## src/rtl/rxf_pkg.sv

```systemverilog
package rxf_pkg;
  localparam logic [31:0] RXF_MARKER = 32'h0143414D;

  typedef enum logic [2:0] {
    W_IDLE,
    W_BODY,
    W_DROP,
    W_HDR,
    W_MARK
  } wr_state_e;

  function automatic logic [15:0] rxf_status(input logic crc, input logic [1:0] lerr);
    return {9'd0, lerr, crc, 4'd0};
  endfunction
endpackage

```

## src/rtl/rxf_store.sv

```systemverilog
module rxf_store #(
  parameter int DEPTH = 64,
  localparam int AW = $clog2(DEPTH)
) (
  input  logic          clk,
  input  logic          wr_en,
  input  logic [AW-1:0] wr_addr,
  input  logic [31:0]   wr_data,
  input  logic [AW-1:0] rd_addr,
  output logic [31:0]   rd_q
);
  logic [31:0] mem [DEPTH];

  always_ff @(posedge clk) begin
    if (wr_en) mem[wr_addr] <= wr_data;
  end

  assign rd_q = mem[rd_addr];
endmodule

```

## src/rtl/rxf_writer.sv

```systemverilog
module rxf_writer
  import rxf_pkg::*;
#(
  parameter int DEPTH = 64,
  localparam int AW = $clog2(DEPTH),
  localparam int PW = AW + 1
) (
  input  logic          clk,
  input  logic          rst_n,
  input  logic          clr,
  input  logic          hold,
  input  logic          enable,
  input  logic [PW-1:0] rd_ptr,
  input  logic          in_valid,
  input  logic [7:0]    in_data,
  input  logic          in_sof,
  input  logic          in_eof,
  input  logic          in_crc_err,
  input  logic [1:0]    in_len_err,
  output logic          in_ready,
  output logic          wr_en,
  output logic [AW-1:0] wr_addr,
  output logic [31:0]   wr_data,
  output logic          commit,
  output logic          overflow
);
  localparam logic [PW-1:0] DEPTH_P = PW'(DEPTH);

  wr_state_e     st;
  logic [PW-1:0] cptr, wc;
  logic [15:0]   len_q, stat_q;
  logic [31:0]   pack_q;

  logic          acc, body, need_wr, room;
  logic [1:0]    lane;
  logic [PW-1:0] base, used_c, used_w, slack;
  logic [31:0]   word;

  assign in_ready = !hold && (st != W_HDR) && (st != W_MARK);
  assign acc      = in_valid && in_ready;
  assign body     = (st == W_BODY);
  assign base     = body ? wc : cptr + PW'(2);
  assign lane     = body ? len_q[1:0] : 2'd0;
  assign need_wr  = (lane == 2'd3) || in_eof;
  assign used_c   = cptr - rd_ptr;
  assign used_w   = wc - rd_ptr;
  assign slack    = need_wr ? DEPTH_P - PW'(3) : DEPTH_P - PW'(2);
  assign room     = body ? (!need_wr || (used_w < DEPTH_P)) : (used_c <= slack);
  assign commit   = (st == W_MARK);

  always_comb begin
    word = body ? pack_q : 32'd0;
    word[{lane, 3'b000} +: 8] = in_data;
  end

  always_comb begin
    wr_en   = 1'b0;
    wr_addr = base[AW-1:0];
    wr_data = word;
    if (st == W_HDR) begin
      wr_en   = 1'b1;
      wr_addr = AW'(cptr + PW'(1));
      wr_data = {stat_q, len_q};
    end else if (st == W_MARK) begin
      wr_en   = 1'b1;
      wr_addr = cptr[AW-1:0];
      wr_data = RXF_MARKER;
    end else if (acc && need_wr && room &&
                 (body || (st == W_IDLE && in_sof && enable))) begin
      wr_en = 1'b1;
    end
  end

  always_ff @(posedge clk) begin
    if (!rst_n || clr) begin
      st       <= W_IDLE;
      cptr     <= '0;
      wc       <= '0;
      len_q    <= '0;
      stat_q   <= '0;
      pack_q   <= '0;
      overflow <= 1'b0;
    end else begin
      unique case (st)
        W_IDLE, W_BODY: begin
          if (acc && (body || in_sof)) begin
            if (!body && !enable) begin
              st <= in_eof ? W_IDLE : W_DROP;
            end else if (!room) begin
              overflow <= 1'b1;
              st       <= in_eof ? W_IDLE : W_DROP;
            end else begin
              len_q <= body ? len_q + 16'd1 : 16'd1;
              if (need_wr) begin
                wc     <= base + PW'(1);
                pack_q <= '0;
              end else begin
                wc     <= base;
                pack_q <= word;
              end
              if (in_eof) begin
                stat_q <= rxf_status(in_crc_err, in_len_err);
                st     <= W_HDR;
              end else begin
                st <= W_BODY;
              end
            end
          end
        end
        W_DROP:  if (acc && in_eof) st <= W_IDLE;
        W_HDR:   st <= W_MARK;
        W_MARK: begin
          cptr <= wc;
          st   <= W_IDLE;
        end
        default: st <= W_IDLE;
      endcase
    end
  end
endmodule

```

## src/rtl/rxf_reader.sv

```systemverilog
module rxf_reader #(
  parameter int DEPTH = 64,
  localparam int AW = $clog2(DEPTH),
  localparam int PW = AW + 1,
  localparam int CW = PW
) (
  input  logic          clk,
  input  logic          rst_n,
  input  logic          clr,
  input  logic          count_clear,
  input  logic          commit,
  input  logic          rd_en,
  input  logic [31:0]   mem_q,
  output logic [AW-1:0] rd_addr,
  output logic [PW-1:0] rd_ptr,
  output logic [31:0]   rd_data,
  output logic [CW-1:0] frame_count
);
  logic [1:0]  phase;
  logic [15:0] remain;
  logic        pending, hit, done;

  assign pending = (frame_count != '0);
  assign hit     = rd_en && pending;
  assign done    = hit && (phase == 2'd2) && (remain <= 16'd1);
  assign rd_data = pending ? mem_q : 32'd0;
  assign rd_addr = rd_ptr[AW-1:0];

  always_ff @(posedge clk) begin
    if (!rst_n || clr) begin
      rd_ptr <= '0;
      phase  <= 2'd0;
      remain <= '0;
    end else if (hit) begin
      rd_ptr <= rd_ptr + PW'(1);
      case (phase)
        2'd0: phase <= 2'd1;
        2'd1: begin
          remain <= {2'b00, mem_q[15:2]} + {15'd0, |mem_q[1:0]};
          phase  <= 2'd2;
        end
        default: begin
          remain <= remain - 16'd1;
          if (remain <= 16'd1) phase <= 2'd0;
        end
      endcase
    end
  end

  always_ff @(posedge clk) begin
    if (!rst_n || clr || count_clear) frame_count <= '0;
    else if (commit && !done)         frame_count <= frame_count + CW'(1);
    else if (done && !commit)         frame_count <= frame_count - CW'(1);
  end
endmodule

```

## src/rtl/rxfifo_framer.sv

```systemverilog
module rxfifo_framer #(
  parameter int DEPTH = 64,
  localparam int AW = $clog2(DEPTH),
  localparam int PW = AW + 1,
  localparam int CW = PW
) (
  input  logic          clk,
  input  logic          rst_n,
  input  logic          rx_enable,
  input  logic          flush_req,
  output logic          flush_busy,
  input  logic          count_clear,
  input  logic          in_valid,
  output logic          in_ready,
  input  logic [7:0]    in_data,
  input  logic          in_sof,
  input  logic          in_eof,
  input  logic          in_crc_err,
  input  logic [1:0]    in_len_err,
  input  logic          rd_en,
  output logic [31:0]   rd_data,
  output logic [CW-1:0] frame_count,
  output logic          overflow
);
  logic          wr_en, commit;
  logic [AW-1:0] wr_addr, rd_addr;
  logic [31:0]   wr_data, mem_q;
  logic [PW-1:0] rd_ptr;

  always_ff @(posedge clk) begin
    if (!rst_n)          flush_busy <= 1'b0;
    else if (flush_busy) flush_busy <= 1'b0;
    else if (flush_req)  flush_busy <= 1'b1;
  end

  rxf_writer #(.DEPTH(DEPTH)) u_writer (
    .clk(clk), .rst_n(rst_n), .clr(flush_busy), .hold(flush_busy),
    .enable(rx_enable), .rd_ptr(rd_ptr),
    .in_valid(in_valid), .in_data(in_data), .in_sof(in_sof), .in_eof(in_eof),
    .in_crc_err(in_crc_err), .in_len_err(in_len_err), .in_ready(in_ready),
    .wr_en(wr_en), .wr_addr(wr_addr), .wr_data(wr_data),
    .commit(commit), .overflow(overflow)
  );

  rxf_store #(.DEPTH(DEPTH)) u_store (
    .clk(clk), .wr_en(wr_en), .wr_addr(wr_addr), .wr_data(wr_data),
    .rd_addr(rd_addr), .rd_q(mem_q)
  );

  rxf_reader #(.DEPTH(DEPTH)) u_reader (
    .clk(clk), .rst_n(rst_n), .clr(flush_busy), .count_clear(count_clear),
    .commit(commit), .rd_en(rd_en), .mem_q(mem_q), .rd_addr(rd_addr),
    .rd_ptr(rd_ptr), .rd_data(rd_data), .frame_count(frame_count)
  );
endmodule

```

## config.mk

```make
export PLATFORM = sky130hd
export DESIGN_NAME = rxfifo_framer
export DESIGN_NICKNAME = d
export VERILOG_FILES = /design/src/rtl/rxf_pkg.sv /design/src/rtl/rxf_store.sv /design/src/rtl/rxf_writer.sv /design/src/rtl/rxf_reader.sv /design/src/rtl/rxfifo_framer.sv
export SDC_FILE = /design/constraint.sdc
export NUM_CORES = 2
export LEC_CHECK = 0
export BUFFER_PORTS_ARGS = -buffer_cell sky130_fd_sc_hd__buf_2
export CORE_MARGIN = 4
export CORE_UTILIZATION = 60
export DETAILED_ROUTE_END_ITERATION = 16
export PLACE_DENSITY = 0.76
export SLEW_MARGIN = 10
export SYNTH_ARGS = -nofsm -noshare
export SYNTH_HDL_FRONTEND = slang
export SYNTH_SLANG_ARGS = --single-unit
```

## constraint.sdc

```tcl
create_clock -name clk -period 11.9 [get_ports clk]
set_input_delay 1.19 -clock clk [delete_from_list [all_inputs] [get_ports clk]]
set_output_delay 1.19 -clock clk [all_outputs]
set_load 0.005 [all_outputs]
```

# Word level (Yosys, flattened, before mapping)
# Memory sizes are Yosys's and may differ from the RTL's. A register that Yosys moved wholly into a read port is not among the register bits.
# Index checks and enable logic that the tools add are counted.
[word_totals]
ff_bits = 102
ramBits = 2048
output_inout_bits = 42
word_cells = 122
memories = 1
[op_classes]
add_sub_neg = 12
order_cmp = 3
n_eq_ne = 11
shifts = 2
mux = 34
bitwise = 4
n_reduce_logical = 43
[mem_list]
columns = ["memory", "words", "width", "rd", "rd_clocked_by_memory_dff", "write_ports", "line_no", "rtl"]
rows = [
  ["u_store.mem", 64, 32, 1, 1, 1, "rxf_store.sv:12", "logic [31:0] mem [DEPTH];"],
]
[op_table]
columns = ["op", "n"]
rows = [
  ["2-to-1 mux 32 bit", 5],
  ["bitwise mux 32 bit", 1],
  ["case mux 16 bit (2 select lines)", 1],
  ["variable shift 8 x 7 -> 32 bit, first input constant", 1],
  ["variable part select 8 x 7 -> 32 bit", 1],
  ["2-to-1 mux 7 bit", 4],
  ["2-to-1 mux 6 bit", 4],
  ["adder 7 x 1 -> 7 bit, second input constant", 3],
  ["adder 16 x 1 -> 16 bit, second input constant", 1],
  ["<= comparator 16 x 1 -> 1 bit, second input constant", 1],
  ["logical AND 1 bit", 16],
  ["2-to-1 mux 16 bit", 1],
  ["subtractor 16 x 1 -> 16 bit, second input constant", 1],
  ["adder 14 x 1 -> 15 bit", 1],
  ["subtractor 7 bit", 2],
  ["2-to-1 mux 3 bit", 4],
  ["2-to-1 mux 2 bit", 5],
  ["case mux 3 bit (3 select lines)", 1],
  ["AND reduction 4 bit", 2],
  ["adder 7 x 2 -> 7 bit, second input constant", 1],
  ["<= comparator 7 bit", 1],
  ["logical NOT 1 bit", 7],
  ["less-than comparator 7 bit, second input constant", 1],
  ["2-to-1 mux 1 bit", 7],
  ["other kinds (22)", 37],
]

# Depth between registers and ports, before layout
[depth]
depth_word = 14
mapped_depth = 21

# Cells and area by module
# A second synthesis with hierarchy kept.
[hier_totals]
hier_cells = 4235
hier_area_um2 = 85200.5
[by_module_without_submodules]
columns = ["mod", "instances", "cells_each", "area_each_um2", "seq_area_each_um2"]
rows = [
  ["rxf_store", 1, 3292, 77870.9, 61499.0],
  ["rxf_writer", 1, 621, 4855.9, 1381.3],
  ["rxf_reader", 1, 320, 2444.8, 640.6],
  ["rxfifo_framer", 1, 2, 28.8, 20.0],
]

# Least setup slack after synthesis
# Ideal clock, no wire load.
[synth_timing]
kind = "register to register"
startpoint = "register u_writer.st[0]"
endpoint = "memory u_store.mem[10][0] (enable)"
arrival_ns = 5.816
required_ns = 11.439
slack_ns = 5.623
stages_incl_launch_ff = 17
n_path_buf = 3
synth_period_minus_slack_ns = 6.277
path_cell_list = "dfxtp_1 clkbuf_1 nor3b_1 clkbuf_1 nand2_1 inv_1 ha_1 nor2_1 inv_1 ha_1 a21oi_1 a2111oi_0 o31ai_1 o211a_1 a21oi_1 clkbuf_1 nor3_1"
[synth_via]
elab_chain_len = 14
elab_cells_between_ends = 31
[synth_rtl]
columns = ["element", "line_no", "rtl"]
rows = [
  ["from (decl)", "rxf_writer.sv:29", "wr_state_e st;"],
  ["from (signal assigned)", "rxf_writer.sv:88", "st <= in_eof ? W_IDLE : W_DROP;"],
  ["from (signal assigned)", "rxf_writer.sv:91", "st <= in_eof ? W_IDLE : W_DROP;"],
  ["== test 3 x 1 -> 1 bit", "rxf_writer.sv:41", "assign body = (st == W_BODY);"],
  ["2-to-1 mux 2 bit", "rxf_writer.sv:43", "assign lane = body ? len_q[1:0] : 2'd0;"],
  ["== test 2 bit", "rxf_writer.sv:44", "assign need_wr = (lane == 2'd3) || in_eof;"],
  ["logical OR 1 bit", "rxf_writer.sv:44", ""],
  ["2-to-1 mux 2 bit / logical NOT 1 bit (equally long branches)", "rxf_writer.sv:47, rxf_writer.sv:48", ""],
  ["<= comparator 7 bit / logical OR 1 bit (equally long branches)", "rxf_writer.sv:48", "assign room = body ? (!need_wr || (used_w < DEPTH_P)) : (used_c <= slack);"],
  ["2-to-1 mux 1 bit", "rxf_writer.sv:48", ""],
  ["logical AND 1 bit (2 in a row)", "rxf_writer.sv:68", "end else if (acc && need_wr && room &&"],
  ["2-to-1 mux 1 bit", "rxf_writer.sv:68", ""],
  ["2-to-1 mux 1 bit", "rxf_writer.sv:64", "end else if (st == W_MARK) begin"],
  ["2-to-1 mux 1 bit", "rxf_writer.sv:60", "if (st == W_HDR) begin"],
  ["2-to-1 mux 1 bit", "rxf_store.sv:15", "if (wr_en) mem[wr_addr] <= wr_data;"],
  ["2-to-1 mux 1 bit (implied by the code)", "rxf_store.sv:15", ""],
  ["to (decl)", "rxf_store.sv:12", ""],
]
# Parallel ways exist; a longest one is shown, timed or not.

# Worst setup path after layout
[layout_timing]
startpoint = "register u_writer.st[0]"
endpoint = "memory u_store.mem[23][4] (enable)"
# The elaborated chain is that of the path after synthesis.

==> impl_metrics.csv <==
group,metric,value,unit
sta,finalCritPeriodShare,57.53,%
power,power_density,155.2,nW/um2
power,power_frac_clock,43.4,%
clock_tree,hold_buffers,0,
grt,grt.total_usage,31.50,%
drt,vias_per_cell,7.062,
drt,drtIter0Drc,7185,
floorplanning,die_y,384.7,um
clock_tree,cts_buffers,202,
critical_path,timing.rr.end,"u_store.mem[23][4]",
critical_path,cp-start-kind,"flip-flop",
finish,final_layout_size_suffix_gt1_share,27.34,%
place,dpl.cell_count,5996,
clock_tree,cts_max_level,4,
synth,postSynthCellCount,4103,
drt,route.antenna.remaining_nets,0,
critical_path,r2r.worst_path.cells,16,
critical_path,critPathBufInv,5,
power,seqPwrFrac,55.8,%
critical_path,startpoint,"u_writer.st[0]",
synth,synth-edff-count,2048,
sta,finalSetupViolCount,0,
finish,fillers,8515,
clock_tree,post_cts_resized,0,
status,status,"complete, no violations",
clock_tree,cts.path.max_buffers,3,
sta,final_max_slew_viol_count,0,
grt,met2_usage,48.31,%
critical_path,cp_slowest_cell,"nor3_2",
clock_tree,clkTransAtPathRegs,70,ps
drt,drcViolationCount,0,
sta,slew_headroom,19.77,%
critical_path,cp_top_family,"simple AND/OR/NAND/NOR gates",
sta,worst_pin_slew,1194,ps
critical_path,regToRegSetupSlack,5050,ps
floorplanning,core_area,140200,um2
sta,hold_ws,457.1,ps
synth,syn_area_per_cell,20.75,um2
critical_path,cp_slowest_stage_delay,920,ps
finish,instances_no_fill,6367,
drt,drt-total-wl,228.6,mm
drt,first_pass_iters,6,
floorplanning,die_area,148000,um2
place,place_hpwl,130.3,mm
critical_path,crit_type,"flip-flop to flip-flop",
grt,antenna_found_initial,13,
grt,top_usage_layer,"met2",
place,io_buffers,61,
power,power_leakage,29.40,nW
critical_path,cp_cell_sequence,"nor3b_2 -> nand2_1 -> inv_1 -> ha_1 -> nor2_1 -> inv_1 -> ha_1 -> a21oi_1 -> a2111oi_0 -> o31ai_1 -> o211a_1 -> buf_4 -> a21oi_4 -> buf_4 -> nor3_2 -> buf_4",
run,drv_cap,0,
sta,fin_crit,6846,ps
synth,ys_types,75,
finish,area_delta_synth_final,11.59,%
finish,fin_nets,4380,
power,vdd_drop_max,185.1,uV
clock_tree,tritoncts,"done",
synth,yosysSeqAreaShare,74.79,%
floorplanning,rows,137,
grt,grt_pass1_wl,328.0,mm
floorplanning,die_x,384.7,um
critical_path,critPathMaxFanout,45,
critical_path,crit_path_end_kind,"flip-flop",
critical_path,rr_startpoint,"u_writer.st[0]",
clock_tree,insertion_delay,830,ps
sta,fin_tns_setup,0,ps
synth,ys_seq_elements,2156,
drt,post_drt_wl_per_cell,35.90,um
critical_path,cp_data_required_time,12370,ps
synth,async_flop_share,0,%
synth,ys.warnings.count,0,
synth,synthFlopType,"edfxtp_1",
clock_tree,post_cts_buffers,0,
sta,rsz0062_at_grt,"false",
power,power.switching,0.002915,W
finish,final_util,67.74,%
power,p_int,0.01182,W
clock_tree,numClockSinks,2156,
worst_hold_path,hold_class,"flip-flop to flip-flop",
synth,syn_area,85120,um2
sta,timing.final.ws_setup,5054,ps
power,swShare,19.77,%
critical_path,crit_end,"u_store.mem[23][4]",
sta,skew,27.21,ps
floorplanning,ios,62,
grt,globalRouteMet1Util,43.75,%
clock_tree,ctsRootBufferMaster,"clkbuf_16",
place,gp_congestion,0.8628,
critical_path,cp.depth,16,
place,place_ws,5108,ps
grt,grt_pass1_vias,43970,
floorplanning,initial_core_util,60.71,%
grt,grtUsageMet3,9.028,%
sta,clock.fmax,146.1,MHz
drt,num_vias,44960,
grt,overflow,0,
sta,hold_viol_final,0,
power,combPwrFrac,0.8,%
critical_path,path_common_cell,"buf_4",
critical_path,crit_arrival,7320,ps
grt,grt_max_degree,124,
synth,synth_nets,4159,
==> final cells by class <==
type | instances | area [um2] | area share (%)
clock buffer | 242 | 5300 | 5.580
timing repair buffer | 240 | 1749 | 1.842
clock inverter | 122 | 1160 | 1.221
multi-input combinational | 1687 | 20590 | 21.67
antenna | 7 | 17.52 | 0.01844
inverter | 37 | 146.4 | 0.1541
tap | 1876 | 2347 | 2.471
sequential | 2156 | 63680 | 67.04
==> layout by cell type (no fill, tap or decap), drive strengths merged, types with 38 or more instances in the layout <==
cell,n
dfxtp,108
nor2,104
clkbuf,242
buf,240
o21ai,44
clkinv,82
a22oi,60
inv,44
mux4,579
mux2i,59
nand3,59
nor2b,38
nand2,169
nor3,83
edfxtp,2048
a21oi,91
==> synth_stat cells (6+ instances only) <==
cell type	count	area (um2)
edfxtp_1	2048	61500
mux4_2	573	12900
nand2_1	169	634.4
dfxtp_1	108	2162
nor2_1	104	390.4
a21oi_1	91	455.4
clkbuf_1	87	326.6
nor3_1	83	415.4
buf_2	81	405.4
a22oi_1	60	450.4
mux2i_1	59	590.6
nand3_1	59	295.3
o21ai_0	42	210.2
nor2b_1	38	237.7
ha_1	34	425.4
inv_1	34	127.6
nand4_1	27	168.9
xnor2_1	27	236.5
a211oi_1	24	180.2
a22o_1	23	201.4
buf_4	23	172.7
o31ai_1	23	172.7
and3_1	22	137.6
nand2b_1	16	100.1
or3_1	16	100.1
buf_6	15	168.9
o22ai_1	14	87.58
a221oi_1	13	113.9
mux2_2	13	146.4
xor2_1	13	113.9
and2_1	12	75.07
nor4_1	11	68.82
or4_1	11	82.58
a21o_1	9	67.56
buf_1	9	33.78
o211ai_1	9	67.56
a2111oi_0	6	52.55
a222oi_1	6	60.06
mux4_1	6	157.7
==> registers in the layout (all words and copies together), names as in the netlist, 2 cells and up, named ones only <==
name,count
u_store.mem,2048
u_writer.pack_q,32
u_reader.remain,16
u_writer.len_q,16
u_reader.frame_count,7
u_reader.rd_ptr,7
u_writer.cptr,7
u_writer.wc,7
u_writer.st,3
u_writer.stat_q,3
u_reader.phase,2
==> power by group through the flow <==
stage / sequential, W / combinational [W] / clock, W
global route: 0.00822 / 0.000127 / 0.00680
detailed placement: 0.00839 / 0.000117 / 0
CTS: 0.00822 / 0.000118 / 0.00644
finish: 0.00822 / 0.000121 / 0.00640
floorplan: 0.00839 / 0.0000593 / 0
global placement: 0.00838 / 0.000114 / 0
==> routing by layer <==
| metal | vias up | wire (um) | share of wire (%) |
|---|---|---|---|
| met3 | 560 | 30050 | 13 |
| met1 | 23260 | 80280 | 35 |
| met4 | 8 | 9863 | 4.3 |
| met5 | - | 51 | 0.022 |
| li1 | 17650 | - | - |
| met2 | 3483 | 108400 | 47 |
==> worst min-delay path by stage <==
stage | startpoint | to | slack (ps) | cells past startpoint
floorplan | u_writer.pack_q[25] | u_writer.pack_q[25] | 430 | 2
global placement | u_writer.pack_q[27] | u_writer.pack_q[27] | 440 | 2
detailed placement | u_writer.pack_q[28] | u_writer.pack_q[28] | 450 | 2
CTS | u_writer.pack_q[28] | u_writer.pack_q[28] | 460 | 2
global route | u_writer.pack_q[25] | u_writer.pack_q[25] | 470 | 2
finish | u_writer.pack_q[25] | u_writer.pack_q[25] | 460 | 2
==> cells by family after synthesis <==
kind of cell,Yosys count,synth area share (%)
compound gates,363,2.921
xor+xnor,40,0.4116
fa+ha+maj,36,0.5468
buf+inv,260,1.629
flops,2156,74.79
mux,651,16.21
simple gates,597,3.490
==> worst reg2reg max path, delay by kind of cell, from the launching register on <==
kind / cells / cell delay, ps
compound gates: 5 / 1300
fa+ha+maj: 2 / 610
flops: 1 / 380
simple gates: 4 / 2330
buf+inv: 5 / 1880
==> through the flow <==
step           power (W)  area (um2)
2_1_floorplan   0.008447       85120
3_3_place_gp    0.008499       88500
3_5_place_dp    0.008502       88500
4_1_cts          0.01478       94960
5_1_grt          0.01515       94970
6_report         0.01474       94980
No activity file was read; power rests on OpenSTA's default activity.
